**src/rtl/dtc_pkg.sv**
```systemverilog
`timescale 1ns/1ps
package dtc_pkg;
    localparam int BYTE_W = 8;
    localparam int ADDR_W = 3;

    typedef enum logic [1:0] {
        MD_PRESC  = 2'd0,
        MD_WIDE   = 2'd1,
        MD_RELOAD = 2'd2,
        MD_SPLIT  = 2'd3
    } tc_mode_e;

    typedef struct packed {
        logic     gate;
        logic     ext;
        tc_mode_e md;
    } tc_cfg_t;

    localparam logic [ADDR_W-1:0] A_CFG  = 3'd0;
    localparam logic [ADDR_W-1:0] A_CTRL = 3'd1;
    localparam logic [ADDR_W-1:0] A_LO0  = 3'd2;
    localparam logic [ADDR_W-1:0] A_HI0  = 3'd3;
    localparam logic [ADDR_W-1:0] A_LO1  = 3'd4;
    localparam logic [ADDR_W-1:0] A_HI1  = 3'd5;
endpackage

```
**src/rtl/dtc_sampler.sv**
```systemverilog
`timescale 1ns/1ps
module dtc_sampler #(
    parameter int N = 2
) (
    input  logic         clk,
    input  logic         rst_n,
    input  logic         tick,
    input  logic [N-1:0] pin,
    output logic [N-1:0] fall
);
    typedef struct packed {
        logic [N-1:0] cur;
        logic [N-1:0] prev;
    } smp_t;

    smp_t s_d, s_q;

    always_comb begin
        s_d = s_q;
        if (tick) begin
            s_d.prev = s_q.cur;
            s_d.cur  = pin;
        end
    end

    always_ff @(posedge clk or negedge rst_n) begin
        if (!rst_n) s_q <= '0;
        else        s_q <= s_d;
    end

    // pending event: last two samples were 1 then 0; consumed on the next tick
    assign fall = s_q.prev & ~s_q.cur;
endmodule

```
**src/rtl/dtc_unit.sv**
```systemverilog
`timescale 1ns/1ps
module dtc_unit
    import dtc_pkg::*;
#(
    parameter int BW       = 8,
    parameter int PRE_W    = 5,
    parameter bit SPLIT_OK = 1'b1
) (
    input  tc_mode_e      md,
    input  logic          inc,
    input  logic          inc_hi,
    input  logic [BW-1:0] lo,
    input  logic [BW-1:0] hi,
    output logic [BW-1:0] lo_n,
    output logic [BW-1:0] hi_n,
    output logic          wrap,
    output logic          wrap_hi
);
    localparam int PW = BW + PRE_W;
    localparam int WW = 2 * BW;

    logic [PW:0] pre_sum;
    logic [WW:0] wide_sum;
    logic [BW:0] lo_sum;
    logic [BW:0] hi_sum;

    always_comb begin
        pre_sum  = {1'b0, hi, lo[PRE_W-1:0]} + 1'b1;
        wide_sum = {1'b0, hi, lo} + 1'b1;
        lo_sum   = {1'b0, lo} + 1'b1;
        hi_sum   = {1'b0, hi} + 1'b1;
        lo_n     = lo;
        hi_n     = hi;
        wrap     = 1'b0;
        wrap_hi  = 1'b0;
        case (md)
            MD_PRESC: if (inc) begin
                lo_n[PRE_W-1:0] = pre_sum[PRE_W-1:0];
                hi_n            = pre_sum[PW-1:PRE_W];
                wrap            = pre_sum[PW];
            end
            MD_WIDE: if (inc) begin
                {hi_n, lo_n} = wide_sum[WW-1:0];
                wrap         = wide_sum[WW];
            end
            MD_RELOAD: if (inc) begin
                if (lo_sum[BW]) begin
                    lo_n = hi;
                    wrap = 1'b1;
                end else begin
                    lo_n = lo_sum[BW-1:0];
                end
            end
            default: begin
                if (SPLIT_OK) begin
                    if (inc) begin
                        lo_n = lo_sum[BW-1:0];
                        wrap = lo_sum[BW];
                    end
                    if (inc_hi) begin
                        hi_n    = hi_sum[BW-1:0];
                        wrap_hi = hi_sum[BW];
                    end
                end
            end
        endcase
    end
endmodule

```
**src/rtl/dual_tc.sv**
```systemverilog
`timescale 1ns/1ps
module dual_tc
    import dtc_pkg::*;
#(
    parameter int PRE_W = 5
) (
    input  logic                clk,
    input  logic                rst_n,
    input  logic                tick,
    input  logic [1:0]          cnt_pin,
    input  logic [1:0]          gate_pin,
    input  logic                wr_en,
    input  logic [ADDR_W-1:0]   wr_addr,
    input  logic [BYTE_W-1:0]   wr_data,
    input  logic [ADDR_W-1:0]   rd_addr,
    output logic [BYTE_W-1:0]   rd_data,
    output logic [1:0]          ovf
);
    localparam int N_UNIT = 2;
    localparam int NIB    = BYTE_W / N_UNIT;

    typedef struct packed {
        logic [BYTE_W-1:0]             cfg;
        logic [N_UNIT-1:0]             run;
        logic [N_UNIT-1:0]             flag;
        logic [N_UNIT-1:0][BYTE_W-1:0] lo;
        logic [N_UNIT-1:0][BYTE_W-1:0] hi;
    } st_t;

    st_t st_d, st_q;

    tc_cfg_t [N_UNIT-1:0]             ucfg;
    logic    [N_UNIT-1:0]             fall;
    logic    [N_UNIT-1:0]             inc;
    logic    [N_UNIT-1:0]             inc_hi;
    logic    [N_UNIT-1:0]             wrap;
    logic    [N_UNIT-1:0]             wrap_hi;
    logic    [N_UNIT-1:0][BYTE_W-1:0] lo_n;
    logic    [N_UNIT-1:0][BYTE_W-1:0] hi_n;
    logic    [N_UNIT-1:0]             flag_set;
    logic                             split0;

    dtc_sampler #(.N(N_UNIT)) u_smp (
        .clk  (clk),
        .rst_n(rst_n),
        .tick (tick),
        .pin  (cnt_pin),
        .fall (fall)
    );

    assign split0 = (ucfg[0].md == MD_SPLIT);

    for (genvar u = 0; u < N_UNIT; u++) begin : g_unit
        assign ucfg[u] = tc_cfg_t'(st_q.cfg[u*NIB +: NIB]);
        assign inc[u]  = tick & st_q.run[u]
                       & (~ucfg[u].gate | gate_pin[u])
                       & (~ucfg[u].ext  | fall[u]);
        if (u == 0) begin : g_hi_src
            // split-mode high byte: timer only, started by unit 1's run bit
            assign inc_hi[u] = tick & st_q.run[1];
        end else begin : g_hi_off
            assign inc_hi[u] = 1'b0;
        end
        dtc_unit #(
            .BW      (BYTE_W),
            .PRE_W   (PRE_W),
            .SPLIT_OK(u == 0)
        ) u_cnt (
            .md     (ucfg[u].md),
            .inc    (inc[u]),
            .inc_hi (inc_hi[u]),
            .lo     (st_q.lo[u]),
            .hi     (st_q.hi[u]),
            .lo_n   (lo_n[u]),
            .hi_n   (hi_n[u]),
            .wrap   (wrap[u]),
            .wrap_hi(wrap_hi[u])
        );
    end

    assign flag_set[0] = wrap[0];
    assign flag_set[1] = split0 ? wrap_hi[0] : (wrap[1] | wrap_hi[1]);

    always_comb begin
        st_d    = st_q;
        st_d.lo = lo_n;
        st_d.hi = hi_n;
        if (wr_en) begin
            case (wr_addr)
                A_CFG:  st_d.cfg = wr_data;
                A_CTRL: begin
                    st_d.run  = wr_data[1:0];
                    st_d.flag = wr_data[3:2];
                end
                A_LO0:  st_d.lo[0] = wr_data;
                A_HI0:  st_d.hi[0] = wr_data;
                A_LO1:  st_d.lo[1] = wr_data;
                A_HI1:  st_d.hi[1] = wr_data;
                default: ;
            endcase
        end
        st_d.flag = st_d.flag | flag_set;
    end

    always_ff @(posedge clk or negedge rst_n) begin
        if (!rst_n) st_q <= '0;
        else        st_q <= st_d;
    end

    always_comb begin
        case (rd_addr)
            A_CFG:   rd_data = st_q.cfg;
            A_CTRL:  rd_data = {{(BYTE_W-4){1'b0}}, st_q.flag, st_q.run};
            A_LO0:   rd_data = st_q.lo[0];
            A_HI0:   rd_data = st_q.hi[0];
            A_LO1:   rd_data = st_q.lo[1];
            A_HI1:   rd_data = st_q.hi[1];
            default: rd_data = '0;
        endcase
    end

    assign ovf = st_q.flag;
endmodule

```
**config.mk**
```make
export PLATFORM = sky130hd
export DESIGN_NAME = dual_tc
export DESIGN_NICKNAME = d
export VERILOG_FILES = /design/src/rtl/dtc_pkg.sv /design/src/rtl/dtc_sampler.sv /design/src/rtl/dtc_unit.sv /design/src/rtl/dual_tc.sv
export SDC_FILE = /design/constraint.sdc
export NUM_CORES = 1
export LEC_CHECK = 0
export ABC_CLOCK_PERIOD_IN_PS = 2550
export CORE_MARGIN = 10
export CORE_UTILIZATION = 59
export CTS_BUF_LIST = sky130_fd_sc_hd__clkbuf_8 sky130_fd_sc_hd__clkbuf_16
export DETAILED_ROUTE_END_ITERATION = 8
export PLACE_DENSITY = 0.88
export SETUP_SLACK_MARGIN = 0.2
export SYNTH_ARGS = -nofsm -noshare
export SYNTH_HDL_FRONTEND = slang
export SYNTH_SLANG_ARGS = --single-unit
```
**constraint.sdc**
```tcl
create_clock -name clk -period 2.55 [get_ports clk]
set_input_delay 0.51 -clock clk [delete_from_list [all_inputs] [get_ports clk]]
set_output_delay 0.51 -clock clk [all_outputs]
set_load 0.05 [all_outputs]
```
==> results of run 1 <==
sequential cells by signal, summed over array words and instances (netlist names):
| name | cells |
|---|---|
| ucfg | 8 |
| st_q | 34 |
| u_smp.s_q | 4 |
| ovf | 2 |
worst max-delay path by stage:
| stage | startpoint | endpoint | slack [ns] | cells after the start |
|---|---|---|---|---|
| floorplan | rd_addr[0] | rd_data[0] | 0.04 | 5 |
| global placement | tick | st_q[4] | 0.05 | 8 |
| detailed placement | tick | st_q[4] | -0.04 | 8 |
| CTS | tick | st_q[4] | 0.29 | 8 |
| global route | st_q[24] | st_q[30] | 0.21 | 6 |
| finish | st_q[25] | st_q[30] | 0.21 | 6 |
cell families (layout without fill, tap and decap cells):
kind of cell,count (synthesis),count (layout)
AOI/OAI and AO/OA,135,135
xor gates and xnor gates,25,25
adders and majority gates,8,8
buffers and inverters,52,82
DFF,48,48
muxes,31,31
and+or+nand+nor,194,194
timing repair:
action	in CTS	in global routing
pin swaps	0	1
endpoints found under the hold margin	0	0
resized for setup	15	6
setup endpoints to repair	8	9
setup buffers	2	1
cloned	1	0
worst reg2reg max path: stages, from the launching register on:
cell,delay (ns)
sky130_fd_sc_hd__dfrtp_1,0.45
sky130_fd_sc_hd__ha_1,0.28
sky130_fd_sc_hd__nand4_1,0.18
sky130_fd_sc_hd__nor2_1,0.36
sky130_fd_sc_hd__and2_1,0.40
sky130_fd_sc_hd__a21oi_1,0.13
sky130_fd_sc_hd__o41ai_1,0.41
area by class of cell:
class	instances	area, um^2
Clock buffer	6	82.6
Clock inverter	2	10.0
Fill cell	483	1720
Inverter	10	37.5
Multi-Input combinational cell	393	2620
Sequential cell	48	1200
Tap cell	77	96.3
Timing Repair Buffer	64	651
routing by layer:
layer / wire (um) / up-vias / share of wire [%] / track usage (%)
met3: 1790 / 67 / 14 / 7.28
met2: 5520 / 354 / 43 / 37.6
met5: 0 / - / 0 / 0
li1: - / 1879 / - / -
met4: 659 / 0 / 5.2 / 13.0
met1: 4820 / 1953 / 38 / 31.3
where the power goes:
group | switching, mW | internal, mW
logic | 0.941 | 0.830
clock network | 0.269 | 0.217
registers | 0.529 | 1.00
per-stage QoR:
step	hold slack, ns	total power [mW]	worst slack, ns
finish	0.107	3.79	0.209
global placement	0.456	3.11	0.0473
global route	0.120	3.98	0.208
floorplan	0.214	2.60	0.0426
detailed placement	0.452	3.19	-0.0428
CTS	0.117	3.70	0.292
cells in the final DEF (no fill, tap or decap), drive strengths merged, types with 10 or more instances in the layout:
| cell | Yosys | routed |
|---|---|---|
| nand3 | 24 | 24 |
| mux2i | 17 | 17 |
| mux2 | 13 | 13 |
| nand2 | 50 | 50 |
| inv | 10 | 10 |
| buf | 16 | 42 |
| o21ai | 28 | 28 |
| nor3 | 18 | 18 |
| nor2 | 47 | 47 |
| dfrtp | 48 | 48 |
| a31oi | 10 | 10 |
| a21oi | 25 | 25 |
| clkdlybuf4s50 | 0 | 19 |
| xnor2 | 23 | 23 |
==> impl.org, run 1 <==
** Logic synthesis
- Counting flops with a built-in enable in the synthesized netlist gives 0.
- After Yosys synthesis, and, or, nand and nor cells account for 23.7% of the synthesized area.
- Ys flop type :: sky130_fd_sc_hd__dfrtp_1
- The Yosys step of the flow raised 0 warnings.
- Synthesis inferred 48 register bits.
- Count of mapped cells out of synthesis :: 493
- Cell taking the most area after synthesis :: sky130_fd_sc_hd__dfrtp_1
- Synth unique cells :: 57
- Averaged over all synthesized cells, the footprint is 8.00 um^2.
- Share of the synthesized area in compound gates (AO/OA/AOI/OAI) :: 23.6%
- In this run the cell area of the synthesized design comes to 0.00394 mm^2.
- Main combinational cell family by area after synthesis :: simple AND/OR/NAND/NOR gates
- Net count after synthesis :: 523
- Share of the synthesized area in the top cell type :: a little under a third
- After Yosys synthesis, full adders, half adders and majority gates account for 2.54% of the synthesized area.
- Post-synthesis mux area share :: 8.60%
- After synthesis, the cell types taking the most area are sky130_fd_sc_hd__dfrtp_1 (30%), sky130_fd_sc_hd__xnor2_1 (5.1%), sky130_fd_sc_hd__nand2_1 (4.8%).
- Sequential cells were found to cover a little under a third of the synthesized design area.
- Most used standard cell by instance count after synthesis :: sky130_fd_sc_hd__nand2_1
- The synthesized netlist devotes 5.55% of its cell area to XOR and XNOR gates.
- Ranked by instance count, the synthesized netlist is headed by sky130_fd_sc_hd__nand2_1 (50), sky130_fd_sc_hd__dfrtp_1 (48), sky130_fd_sc_hd__nor2_1 (47).
- Async S/R FF share, synth :: 100%

** Timing
- Number of endpoints with negative hold slack in the final report :: 0
- For the pin with the worst max-slew slack, the measured transition is 0.567 ns.
- Setup violations remaining at the end of the flow were counted as 0.
- Final worst path period need :: between 2 and 2.5 ns
- Peak clock frequency supported by timing :: approximately 430 MHz
- The clock arrives with 0.00567 ns of skew.
- Setup repair after global routing left no endpoint under its margin.
- Number of slew-limit violations in the final report :: 0
- Share of the clock period used by the worst path after layout :: slightly above 90%
- Worst max-slew margin expressed relative to the limit :: between 60% and 70%
- Final total negative setup slack :: 0 ns

** Clocking
- Root Driver :: sky130_fd_sc_hd__clkbuf_8
- Hold repair after CTS inserted 0 buffers.
- For the worst-skew pair, the clock arrives at the later sink with an insertion delay of 0.31 ns.
- CTS built an H-tree with a depth of 2.
- TritonCTS built the clock tree.
- Clock tree synthesis inserted a total of 5 buffers.
- Clock Tree Buf Depth :: 2
- After clock tree synthesis, the clock-pin slew on the worst setup and hold paths is 0.09 ns.
- Total number of clock tree sinks :: 48

** Cells and area
- After the last flow step, the layout net total stands at 552.
- The number of antenna diodes in the final layout is 0.
- Finished Layout Cells :: 600
- Of the cells placed in the final design, the portion with a size suffix greater than 1 is 16.6%.
- Once layout is complete, the utilization of the core stands at 73.2%.
- Design area :: 0.00470 mm^2
- From synthesis to final layout, the design area changed by 19.2%.

** Power and ir drop
- IR analysis of the VDD net gives a maximum drop of between 0.0004 and 0.0005 V.
- Power spread over the standard cell area amounts to 806 mW/mm^2.
- Leakage power total :: roughly 1.8 nW

** Worst setup path
- Cell-by-cell listing of the critical path :: ha_1 -> nand4_1 -> nor2_1 -> and2_1 -> a21oi_1 -> o41ai_1
- Grouping stages by cell kind, the critical path spends the most delay in simple AND/OR/NAND/NOR gates.
- Arrival time of the worst setup path :: 2.53 ns
- Worst reg-to-reg setup slack :: ~0.21 ns
- By startpoint and endpoint, the worst setup path is classified as register to register.
- Path depth of the worst reg2reg path :: 6
- CP peak stage delay :: 0.45 ns
- Data required time at the worst endpoint :: around 2.7 ns
- STA classifies the critical path endpoint as a register.
- Among all stages on the critical path, the largest delay is contributed by sky130_fd_sc_hd__dfrtp_1.
- RR Endpoint :: st_q[30]
- STA classifies the critical path startpoint as a register.
- Number of buffer and inverter instances along the worst setup path :: 0
- Along the worst path, the maximum fanout reaches 8.
- The startpoint identified for the worst register-to-register timing path is st_q[25].

** Floorplanning
- 32 I/O pins were placed.
- Floorplan Core Area :: 0.00642 mm^2
- Die area :: 0.0104 mm^2
- Chip width :: approximately 100 um
- Row generation in the floorplan step produced 29 rows.
- Die boundary height :: 102 um
- Initial Utilization :: 61.4%

** Placed design
- Counting tap cells, the placed design contains a total of 588 instances.
- In this run the tool buffered the top-level ports with 31 buffer cells.
- Detailed placement ended at an HPWL of 9500 um.
- Area after DPL :: 0.00452 mm^2
- RePlAce Congestion :: 1.05

** Drt
- Across all layers, the routed design uses 4253 vias.
- Total wire length :: 12800 um
- Per-cell via count in the routed design :: about 7
- For this run, design rule violations remaining after detail routing come to 0.
- Violation count after the first detailed-route iteration :: 710
- Post-detailed-route count of antenna-violating nets :: 0
- Count of TritonRoute iterations in the first routing pass :: 5
- After detailed routing, the average wire length per cell comes to 21.3 um.

** Outcome
- The run finished with clean final reports.

** Global route
- First-pass GRT wire length :: 20500 um
- Global routing consumed, over all layers together, approximately a quarter of the routing resources.
- Pin count of the biggest net entering global routing :: 23
- Global routing finished with a remaining overflow of 0.
- The number of global-route vias before repair came to 4043.
- The initial antenna violation count is 0.

** Min path
- The path class of the tightest hold or removal check is input port to async pin.

** Run
- Count of maximum capacitance violations :: 0
No activity file was read; power rests on OpenSTA's default activity.
==> run 2, diff against run 1 <==
- ABC_AREA: unset -> 0
- CORE_UTILIZATION: 59 -> 40
- DONT_BUFFER_PORTS: unset -> 1
- PLACE_DENSITY: 0.88 -> 0.61
==> impl.org, run 2 (synthesized netlist as in run 1, its figures left out) <==
** Outcome
- Outcome :: complete, no violations

** Clocking
- The total number of H-tree levels came to 2 (unchanged).
- Source-to-sink clock delay at the later pin of the worst-skew pair :: 0.32 ns (about the same)
- Setup fix buffers added after clock tree synthesis :: 0 (-2)
- The clock transition at the register clock pins on the worst setup and hold paths after CTS was 0.10 ns (about the same).
- CTS tree :: yes
- Clock Tree Buf Depth :: 2 (unchanged)
- The number of CTS-inserted buffers is 5 (unchanged).
- Clock tree synthesis selected as its root buffer the cell sky130_fd_sc_hd__clkbuf_8.
- Total number of clock tree sinks :: 48 (unchanged)

** Drt
- The starting DRC count in detailed routing was 398 (-44%).
- Post-detailed-route count of antenna-violating nets :: 0 (unchanged)
- The average wire per standard cell is 21.3 um (about the same).
- The post-detailed-routing wire length is 13200 um (+3.0%).
- Routed via count :: 3826 (-10%)
- Drt drc :: 0 (unchanged)
- Count of TritonRoute iterations in the first routing pass :: 5 (unchanged)
- The via-per-instance ratio came to 6.19 (-13%).

** Global route
- Initial antenna violation count :: 0 (unchanged)
- The leftover overflow at the end of global routing was 0 (unchanged).
- The overall fraction of global-route tracks in use was 18.3% (-6.5 points).
- First-pass GRT wire length :: 20700 um (+0.97%)
- Vias in the first global route :: 3534 (-13%)
- Pin count of the biggest net entering global routing :: 49 (+110%)

** Worst setup path
- Data required time at the worst endpoint :: 2.73 ns (about the same)
- Cell-by-cell listing of the critical path :: nand2b_1 -> a211o_1 -> buf_4 -> nor2_1 -> o22ai_1 -> a222oi_1 -> a21oi_1
- The worst setup path is of the register to register kind.
- Master of the slowest instance on the critical path :: sky130_fd_sc_hd__dfrtp_1
- CP startpoint kind :: register
- CP peak stage delay :: 0.40 ns (-0.05 ns)
- Arrival time of the worst setup path :: 2.40 ns (-0.13 ns)
- The peak fanout along the critical path came to 17 (+9).
- Critical path endpoint category :: register

** Placed design
- Port Buffers :: 0 (-100%)
- Area after DPL :: 0.00417 mm^2 (-7.6%)
- Post-detail-place hpwl :: 9760 um (+2.7%)
- RePlAce Congestion :: 0.921 (-12%)

** Min path
- The path class of the tightest hold or removal check is input port to async pin.

** Floorplanning
- Row Count :: 36 (+24%)
- The initial cell density of the core is 40.7% (-21 points).
- The die span in y came to 119 um (+17%).
- The die footprint is 0.0142 mm^2 (+37%).
- The number of placed I/O pins was 32 (unchanged).
- The area inside the core boundary came to 0.00968 mm^2 (+51%).
- The width of the chip was 119 um (+17%).

** Cells and area
- The number of nets in the layout was 514 (-6.9%).
- Ratio of cells with drive above 1 in the final layout :: 12.2% (-4.5 points)
- Leaving out fill and tap cells, the most frequent cells in the layout are sky130_fd_sc_hd__nand2_1 (50), sky130_fd_sc_hd__dfrtp_1 (48), sky130_fd_sc_hd__nor2_1 (47).
- The final standard cell area without fillers was 0.00431 mm^2 (-8.2%).
- The area growth from synthesis to layout is 9.39%.
- Antenna Diode Count :: 0 (unchanged)
- Register ranked first by flip-flop count :: st_q
- Max FFs per register :: 34 (unchanged)
- The library cell used most frequently in the layout, excluding fill and tap cells, is sky130_fd_sc_hd__nand2_1.
- Layout fillers :: 960 (+99%)

** Power and ir drop
- The ratio of total power to cell area was 856 mW/mm^2 (+6.1%).
- The worst ir drop on vdd is 0.000505 V (+5.1%).
- The internal cell power was 2.01 mW (-1.7%).
- Gate power share :: 44.2% (-2.5 points)
- Clock share of power :: 16.2% (+3.4 points)
- Leakage power total :: 1.59 nW (-11%)
- The share of total power in sequential cells is 39.5% (-0.9 points).
- Total power after layout :: 3.69 mW (-2.6%)
- Net switching power figure :: 1.68 mW (-3.7%)
- The switching part of the total came to 45.4% (-0.50 points).

** Timing
- The aggregate negative setup slack is 0 ns (unchanged).
- The final count of hold timing violations came to 0 (unchanged).
- Setup repair after global routing missed its margin :: no
- The time the worst path needs with I/O delays and setup is 2.22 ns (-0.119 ns).
- The largest clock skew in the final design is 0.00615 ns (+0.000475 ns).
- The final number of setup-violating endpoints is 0 (unchanged).
- The maximum frequency from static timing analysis is 450 MHz (+5.4%).
- Transition time of the tightest slew-check pin :: 0.680 ns (+0.114 ns)
- Worst max-slew margin expressed relative to the limit :: 54.5% (-7.4 points)
- Number of slew-limit violations in the final report :: 0 (unchanged)
- Share of the clock period used by the worst path after layout :: 87.1% (-4.7 points)

** Run
- Count of maximum capacitance violations :: 0 (unchanged)
[run 2: metal layers]
layer	routed length, um	up-vias	GRT usage (%)
met5	0	-	0
met3	1270	26	5.34
met4	348	0	6.34
met2	5610	166	26.0
met1	5930	1824	25.5
li1	-	1810	-
[run 2: power groups by stage]
| stage | clock (mW) | sequential [mW] | combinational (mW) |
|---|---|---|---|
| finish | 0.599 | 1.46 | 1.63 |
| global route | 0.638 | 1.49 | 1.78 |
| floorplan | 0 | 1.18 | 1.42 |
| detailed placement | 0 | 1.45 | 1.59 |
| global placement | 0 | 1.45 | 1.57 |
| CTS | 0.617 | 1.44 | 1.61 |
[run 2: what timing repair did]
action | 4_1_cts | 5_1_grt
endpoints found under the setup margin | 0 | 2
hold buffers | 1 | 0
endpoints found under the hold margin | 48 | 0
gates resized for setup | 0 | 1
[run 2: metrics by stage]
step	utilization [%]	cells	hold WS (ns)	setup WS, ns
floorplan	-	493	0.214	0.0426
global placement	43.1	609	0.217	0.377
detailed placement	43.1	609	0.217	0.384
CTS	44.5	618	0.0364	0.347
global route	44.5	618	0.0422	0.222
finish	44.5	618	0.0304	0.329
[run 2: worst max-delay path, delay by kind of cell (launching register included)]
family,cells,cell delay (ns)
AOI/OAI and AO/OA,4,1.01
and+or+nand+nor,2,0.43
DFF,1,0.40
buffers and inverters,1,0.24
[run 2: area by class of cell]
class                   instances  area (um^2)  share of cell area [%]
clock inverters                 3         46.3                    1.07
repair buffers                 26          215                    4.99
clock buffers                   5         68.8                    1.60
well taps                     133          166                    3.86
flip-flops and latches         48         1200                    27.9
multi-input cells             393         2580                    59.8
inverters                      10         37.5                   0.870
[run 2: final timing paths]
check	from	to	slack [ns]	cells past startpoint
setup / recovery	u_smp.s_q[2]	st_q[4]	0.33	7
hold / removal	rst_n	st_q[29]	0.03	1
setup reg to reg	u_smp.s_q[2]	st_q[4]	0.33	7
hold reg to reg	u_smp.s_q[0]	u_smp.s_q[0]	0.52	1
max in group asynchronous	rst_n	u_smp.s_q[0]	2.30	1
min in group clk	wr_data[2]	st_q[18]	0.30	1
==> run 3, diff against run 2 <==
- CTS_BUF_LIST: sky130_fd_sc_hd__clkbuf_8 sky130_fd_sc_hd__clkbuf_16 -> unset
==> results of run 3 <==
Same layout as run 2: the final DEF is identical, and so are final timing and power.
